`config.mk`:
```
export PLATFORM = sky130hd
export DESIGN_NAME = strap_latch
export DESIGN_NICKNAME = d
export VERILOG_FILES = /design/src/rtl/strap_pkg.sv /design/src/rtl/strap_window.sv /design/src/rtl/strap_port_ovr.sv /design/src/rtl/strap_latch.sv
export SDC_FILE = /design/constraint.sdc
export NUM_CORES = 1
export LEC_CHECK = 0
export ABC_AREA = 1
export BUFFER_PORTS_ARGS = -buffer_cell sky130_fd_sc_hd__buf_4
export CAP_MARGIN = 10
export CORE_AREA = 2 2 68 70
export CTS_CLUSTER_DIAMETER = 80
export DETAILED_ROUTE_END_ITERATION = 7
export DIE_AREA = 0 0 70 72
export RECOVER_POWER = 100
export SETUP_SLACK_MARGIN = 0.4
export SLEW_MARGIN = 10
export SYNTH_ARGS = -nofsm -noshare
export SYNTH_HDL_FRONTEND = slang
export SYNTH_SLANG_ARGS = --single-unit
```
`constraint.sdc`:
```
create_clock -name clk -period 1.6 [get_ports clk]
set_input_delay 0.08 -clock clk [delete_from_list [all_inputs] [get_ports clk]]
set_output_delay 0.08 -clock clk [all_outputs]
set_load 0.03 [all_outputs]
```
`src/rtl/strap_pkg.sv`:
```
package strap_pkg;
  localparam logic [1:0] SPEED_DEFAULT = 2'b11;

  function automatic logic [6:0] make_slave_addr(input logic [4:0] upper, input logic [1:0] sa);
    return {upper, sa};
  endfunction

  function automatic logic [6:0] make_eeprom_addr(input logic [4:0] upper, input logic [1:0] sa,
                                                  input logic use_pins);
    return {upper, (use_pins ? sa : 2'b00)};
  endfunction
endpackage

```
`src/rtl/strap_window.sv`:
```
module strap_window #(
  parameter int SETTLE = 10,
  parameter int DW = 4,
  parameter logic [DW-1:0] RST_VAL = '0
) (
  input  logic          clk,
  input  logic          rst_n,
  input  logic [DW-1:0] din,
  input  logic          dis_in,
  output logic [DW-1:0] cap_q,
  output logic          dis_q,
  output logic          done,
  output logic          valid_pulse,
  output logic          unstable
);
  localparam int CNT_W = $clog2(SETTLE + 1);
  localparam logic [CNT_W-1:0] LAST = CNT_W'(SETTLE - 1);

  logic [CNT_W-1:0] cnt;
  logic             dis_prev;
  logic             capture_now;
  logic             dis_moved;

  assign capture_now = !done && (cnt == LAST);
  assign dis_moved   = !done && (cnt != '0) && (dis_in != dis_prev);

  always_ff @(posedge clk or negedge rst_n) begin
    if (!rst_n) begin
      cnt         <= '0;
      done        <= 1'b0;
      valid_pulse <= 1'b0;
      unstable    <= 1'b0;
      dis_prev    <= 1'b0;
      cap_q       <= RST_VAL;
      dis_q       <= 1'b0;
    end else begin
      valid_pulse <= capture_now;
      if (!done) begin
        cnt      <= cnt + 1'b1;
        dis_prev <= dis_in;
      end
      if (dis_moved) unstable <= 1'b1;
      if (capture_now) begin
        done  <= 1'b1;
        cap_q <= din;
        dis_q <= dis_in;
      end
    end
  end

  a_r2_single_pulse: assert property (@(posedge clk) disable iff (!rst_n)
    valid_pulse |=> (!valid_pulse && done));
  a_r6_frozen: assert property (@(posedge clk) disable iff (!rst_n)
    done |=> ($stable(cap_q) && $stable(dis_q) && done));
  a_r7_sticky: assert property (@(posedge clk) disable iff (!rst_n)
    unstable |=> unstable);
endmodule

```
`src/rtl/strap_port_ovr.sv`:
```
module strap_port_ovr (
  input  logic       clk,
  input  logic       rst_n,
  input  logic       we,
  input  logic       width_en,
  input  logic       width,
  input  logic       speed_en,
  input  logic [1:0] speed,
  input  logic       pd_x1_in,
  input  logic       pd_x4_in,
  input  logic       cap_width,
  input  logic [1:0] cap_speed,
  output logic       eff_width,
  output logic [1:0] eff_speed,
  output logic       pd_x1,
  output logic       pd_x4
);
  logic       w_en_q, w_q, s_en_q;
  logic [1:0] s_q;

  always_ff @(posedge clk or negedge rst_n) begin
    if (!rst_n) begin
      w_en_q <= 1'b0;
      w_q    <= 1'b0;
      s_en_q <= 1'b0;
      s_q    <= 2'b00;
      pd_x1  <= 1'b0;
      pd_x4  <= 1'b0;
    end else if (we) begin
      w_en_q <= width_en;
      w_q    <= width;
      s_en_q <= speed_en;
      s_q    <= speed;
      pd_x1  <= pd_x1_in;
      pd_x4  <= pd_x4_in;
    end
  end

  assign eff_width = w_en_q ? w_q : cap_width;
  assign eff_speed = s_en_q ? s_q : cap_speed;

  a_r8_width_ovr: assert property (@(posedge clk) disable iff (!rst_n)
    (we && width_en) |=> (eff_width == $past(width)));
  a_r9_speed_ovr: assert property (@(posedge clk) disable iff (!rst_n)
    (we && speed_en) |=> (eff_speed == $past(speed)));
  a_r10_pd_write: assert property (@(posedge clk) disable iff (!rst_n)
    we |=> (pd_x1 == $past(pd_x1_in) && pd_x4 == $past(pd_x4_in)));
endmodule

```
`src/rtl/strap_latch.sv`:
```
module strap_latch
  import strap_pkg::*;
#(
  parameter int NUM_PORTS = 2,
  parameter int SETTLE = 10,
  parameter int PIDX_W = (NUM_PORTS > 1) ? $clog2(NUM_PORTS) : 1,
  parameter logic [4:0] SLV_UPPER = 5'b10110,
  parameter logic [4:0] EE_UPPER = 5'b10100
) (
  input  logic                   clk,
  input  logic                   rst_n,
  input  logic                   strap_multibyte,
  input  logic [1:0]             strap_sa,
  input  logic                   strap_pin_sel,
  input  logic                   strap_load_dis,
  input  logic [NUM_PORTS-1:0]   strap_width,
  input  logic [1:0]             strap_speed,
  input  logic                   ovr_we,
  input  logic [PIDX_W-1:0]      ovr_port,
  input  logic                   ovr_width_en,
  input  logic                   ovr_width,
  input  logic                   ovr_speed_en,
  input  logic [1:0]             ovr_speed,
  input  logic                   ovr_pd_x1,
  input  logic                   ovr_pd_x4,
  output logic [6:0]             slave_addr,
  output logic [6:0]             eeprom_addr,
  output logic                   boot_load_en,
  output logic                   multibyte_mode,
  output logic [NUM_PORTS-1:0]   port_width,
  output logic [2*NUM_PORTS-1:0] port_speed,
  output logic [NUM_PORTS-1:0]   port_pd_x1,
  output logic [NUM_PORTS-1:0]   port_pd_x4,
  output logic                   sampled_valid,
  output logic                   strap_unstable
);
  // capture layout: {speed, width, pin_sel, sa, multibyte}
  localparam int CAP_W = 2 + NUM_PORTS + 1 + 2 + 1;
  localparam logic [CAP_W-1:0] CAP_RST = {SPEED_DEFAULT, {(CAP_W-2){1'b0}}};

  logic [CAP_W-1:0]     cap_vec;
  logic                 cap_dis;
  logic                 cap_done;
  logic                 cap_mb, cap_sel;
  logic [1:0]           cap_sa, cap_speed;
  logic [NUM_PORTS-1:0] cap_width;

  strap_window #(.SETTLE(SETTLE), .DW(CAP_W), .RST_VAL(CAP_RST)) u_win (
    .clk(clk), .rst_n(rst_n),
    .din({strap_speed, strap_width, strap_pin_sel, strap_sa, strap_multibyte}),
    .dis_in(strap_load_dis),
    .cap_q(cap_vec), .dis_q(cap_dis), .done(cap_done),
    .valid_pulse(sampled_valid), .unstable(strap_unstable)
  );

  assign cap_mb    = cap_vec[0];
  assign cap_sa    = cap_vec[2:1];
  assign cap_sel   = cap_vec[3];
  assign cap_width = cap_vec[4 +: NUM_PORTS];
  assign cap_speed = cap_vec[CAP_W-1 -: 2];

  assign slave_addr     = make_slave_addr(SLV_UPPER, cap_sa);
  assign eeprom_addr    = make_eeprom_addr(EE_UPPER, cap_sa, cap_sel);
  assign multibyte_mode = cap_mb;
  assign boot_load_en   = cap_done && !cap_dis;

  for (genvar i = 0; i < NUM_PORTS; i++) begin : g_port
    logic sel_we;
    assign sel_we = ovr_we && (ovr_port == PIDX_W'(i));
    strap_port_ovr u_ovr (
      .clk(clk), .rst_n(rst_n), .we(sel_we),
      .width_en(ovr_width_en), .width(ovr_width),
      .speed_en(ovr_speed_en), .speed(ovr_speed),
      .pd_x1_in(ovr_pd_x1), .pd_x4_in(ovr_pd_x4),
      .cap_width(cap_width[i]), .cap_speed(cap_speed),
      .eff_width(port_width[i]), .eff_speed(port_speed[2*i +: 2]),
      .pd_x1(port_pd_x1[i]), .pd_x4(port_pd_x4[i])
    );
  end

  a_r4_eeprom_forced: assert property (@(posedge clk) disable iff (!rst_n)
    (cap_done && !cap_sel) |-> (eeprom_addr[1:0] == 2'b00));
  a_r5_load_after_capture: assert property (@(posedge clk) disable iff (!rst_n)
    boot_load_en |-> cap_done);
  a_r3_slave_low: assert property (@(posedge clk) disable iff (!rst_n)
    $rose(cap_done) |-> (slave_addr[1:0] == $past(strap_sa)));
endmodule

```
==> qor.csv <==
stage,metric,value,unit
cells_and_area,fill_cells,445,
job,cap_violations,0,
logic_synthesis,syn-cell-area,0.00147,sq mm
min_path,hp-class,primary input to register,
setup_path,cp-end-kind,output port,
cts,clockRootBuffer,clkbuf_8,
cts,cts_buffer_depth,2,
timing,timing.final.crit_share,0.864,
detailed_routing,wl_per_cell,10.5,um
logic_synthesis,yosysWarnings,0,
global_route,grt_pass1_vias,1017,
timing,hold_viol_final,0,
detailed_routing,vias,1151,
logic_synthesis,synthCells,176,
timing,holdWs,0.0155,ns
min_path,hold_path_end,u_win.cap_q[6],
cts,tritoncts,built,
logic_synthesis,synth.avg_cell_area,8.37,sq um
placed_design,pre_cts_ws,0.305,ns
detailed_routing,ant_nets,0,
setup_path,r2r-start,u_win.cnt[1],
timing,rsz0062_at_grt,true,
floorplan,placementRows,24,
cells_and_area,antennaDiodeCount,0,
setup_path,worstSetupStartpointType,register,
placed_design,place_area,0.00169,sq mm
min_path,holdPathStages,3,
logic_synthesis,synthDistinctLibCells,16,
logic_synthesis,yosysTopAreaCellShare,0.493,
cells_and_area,final_net_count,245,
detailed_routing,drtIter0Drc,25,
logic_synthesis,netlist_top_cells_area,"dfrtp_1, nand2_1, buf_4, o21ai_0, inv_1",
setup_path,worstPathMaxFanout,2,
timing,slew_violations,0,
placed_design,portBuffers,37,
cts,numClockSinks,31,
global_route,overflow,0,
cells_and_area,final_common_cell,nand2_1,
floorplan,dieArea,0.00504,sq mm
setup_path,crit_required,1.52,ns
cells_and_area,post-route-util,0.448,
logic_synthesis,ys_seq_area_frac,0.528,
setup_path,cp_data_arrival_time,1.30,ns
timing,final.setup.tns,0,ns
min_path,hp-start,strap_speed[0],
floorplan,die_h,72,um
timing,worst_slew_pin_slew,0.751,ns
cells_and_area,layout_common_cells,"nand2_1, dfrtp_1, buf_4, inv_1, o21ai_0",
timing,fmax,723,MHz
cts,cts-htree-levels,2,
pwr,p_per_area,1050,mW/mm^2
setup_path,r2r-end,u_win.cap_q[4],
floorplan,fp.coreArea,0.00426,sq mm
global_route,grt_first_pass_wirelength,4.47,mm
detailed_routing,wl,2.88,mm
timing,finClkSkew,0.00507,ns
cells_and_area,syn2layout_area_growth,29.7,%
floorplan,initial_core_util,0.345,
timing,fin_crit,1.38,ns
timing,max_slew_margin,0.499,
logic_synthesis,yosys.area.top_type,dfrtp_1,
setup_path,setup.worst_path.class,register to output port,
cts,clkLatencyLatePin,0.28,ns
detailed_routing,viasPerCell,4.19,
logic_synthesis,ys_ff_latch,31,
cts,clkTransAtPathRegs,0.06,ns
placed_design,place.gp.congestion,0.707,
timing,timing.final.ws_setup,0.217,ns
detailed_routing,remaining_drc_errors,0,
global_route,grt_max_degree,32,
detailed_routing,first_pass_iters,4,
run_status,status,completed,
setup_path,reg2regPathDepth,7,
timing,setup_viol,0,
placed_design,hpwlAfterDp,1.94,mm
pwr,vdd_drop_max,0.560,mV
pwr,leakagePower,1.02,nW
global_route,antenna_found_initial,0,
setup_path,r2r_slack,0.32,ns
global_route,gr-usage-all-layers,0.116,
cells_and_area,layout-drive-gt1-share,0.220,
floorplan,io_pins,48,
floorplan,die_w,70,um
cts,cts_made_buffers,5,
cells_and_area,design_area,0.00191,sq mm
## per-layer routing
metal	vias up	wire, um	track usage
li1	596	-	-
met2	34	1280	0.167
met5	-	0	0
met4	0	59	0.0641
met1	517	1400	0.149
met3	4	152	0.0458
## worst max-delay path, cell delays in order, from the launching register on
cell and delay [ns]:
dfstp_2 0.53, inv_2 0.04, o21ai_2 0.12, clkbuf_1 0.32
## worst max-delay path by stage
stage                               from             end  slack, ns
after detailed placement    u_win.cnt[0]  u_win.cap_q[2]       0.31
after global routing          u_win.done    boot_load_en       0.17
final                     u_win.cap_q[6]   port_speed[0]       0.22
after global placement      u_win.cnt[0]  u_win.cap_q[4]       0.35
after floorplan           u_win.cap_q[6]   port_speed[0]       0.30
after CTS                 u_win.cap_q[7]   port_speed[3]       0.35
## final cells by class
type | instances | area, sq um | area share
clock buffers | 6 | 82.6 | 0.0433
clock inverters | 2 | 35.0 | 0.0183
inverters | 23 | 93.8 | 0.0491
multi-input cells | 110 | 507 | 0.265
flip-flops and latches | 31 | 779 | 0.408
well taps | 52 | 65.1 | 0.0341
repair buffers | 50 | 340 | 0.178
repair inverters | 1 | 6.26 | 0.00328
## what timing repair did
action	4_1_cts	5_1_grt
hold buffers	8	0
pin swaps	2	1
setup endpoints to repair	14	15
setup buffers	1	4
cloned	0	2
endpoints found under the hold margin	36	0
resized for setup	15	15
## cell families after synthesis
logic type               share of synthesized area
XOR/XNOR                                    0.0119
buffers and inverters                        0.165
AO/OA/AOI/OAI                               0.0841
AND/OR/NAND/NOR                              0.180
adder cells (fa/ha/maj)                     0.0255
other                                      0.00510
flip-flops                                   0.528
## synth_stat cells
cell type,instances
dfrtp_1,29
nor2_1,6
dfstp_2,2
ha_1,3
xnor2_1,1
inv_1,22
o21ai_2,1
inv_2,1
buf_2,2
buf_6,1
buf_4,18
o21ai_0,23
conb_1,2
nand2_1,63
nand2_2,1
xor2_1,1
## registers in the layout (all words and copies together), names as in the netlist, 2 cells and up
name / count
g_port.u_ovr.pd_x1: 2
g_port.u_ovr.s_en_q: 2
g_port.u_ovr.w_q: 2
g_port.u_ovr.w_en_q: 2
g_port.u_ovr.s_q: 4
u_win.cnt: 4
g_port.u_ovr.pd_x4: 2
u_win.cap_q: 8
## report_power, final
group / internal, mW / total [mW] / switching [mW]
Clock: 0.503 / 0.792 / 0.289
Sequential: 0.843 / 0.882 / 0.0390
Combinational: 0.110 / 0.324 / 0.213
Total: 1.46 / 2.00 / 0.541
## per-stage QoR
| stage | power (mW) | cells |
|---|---|---|
| 5_1_grt | 2.09 | 275 |
| 4_1_cts | 2.04 | 269 |
| 2_1_floorplan | 1.13 | 184 |
| 3_3_place_gp | 1.22 | 252 |
| 3_5_place_dp | 1.22 | 252 |
| 6_report | 2.00 | 275 |
Note: power is estimated with default switching activity, not from simulation.
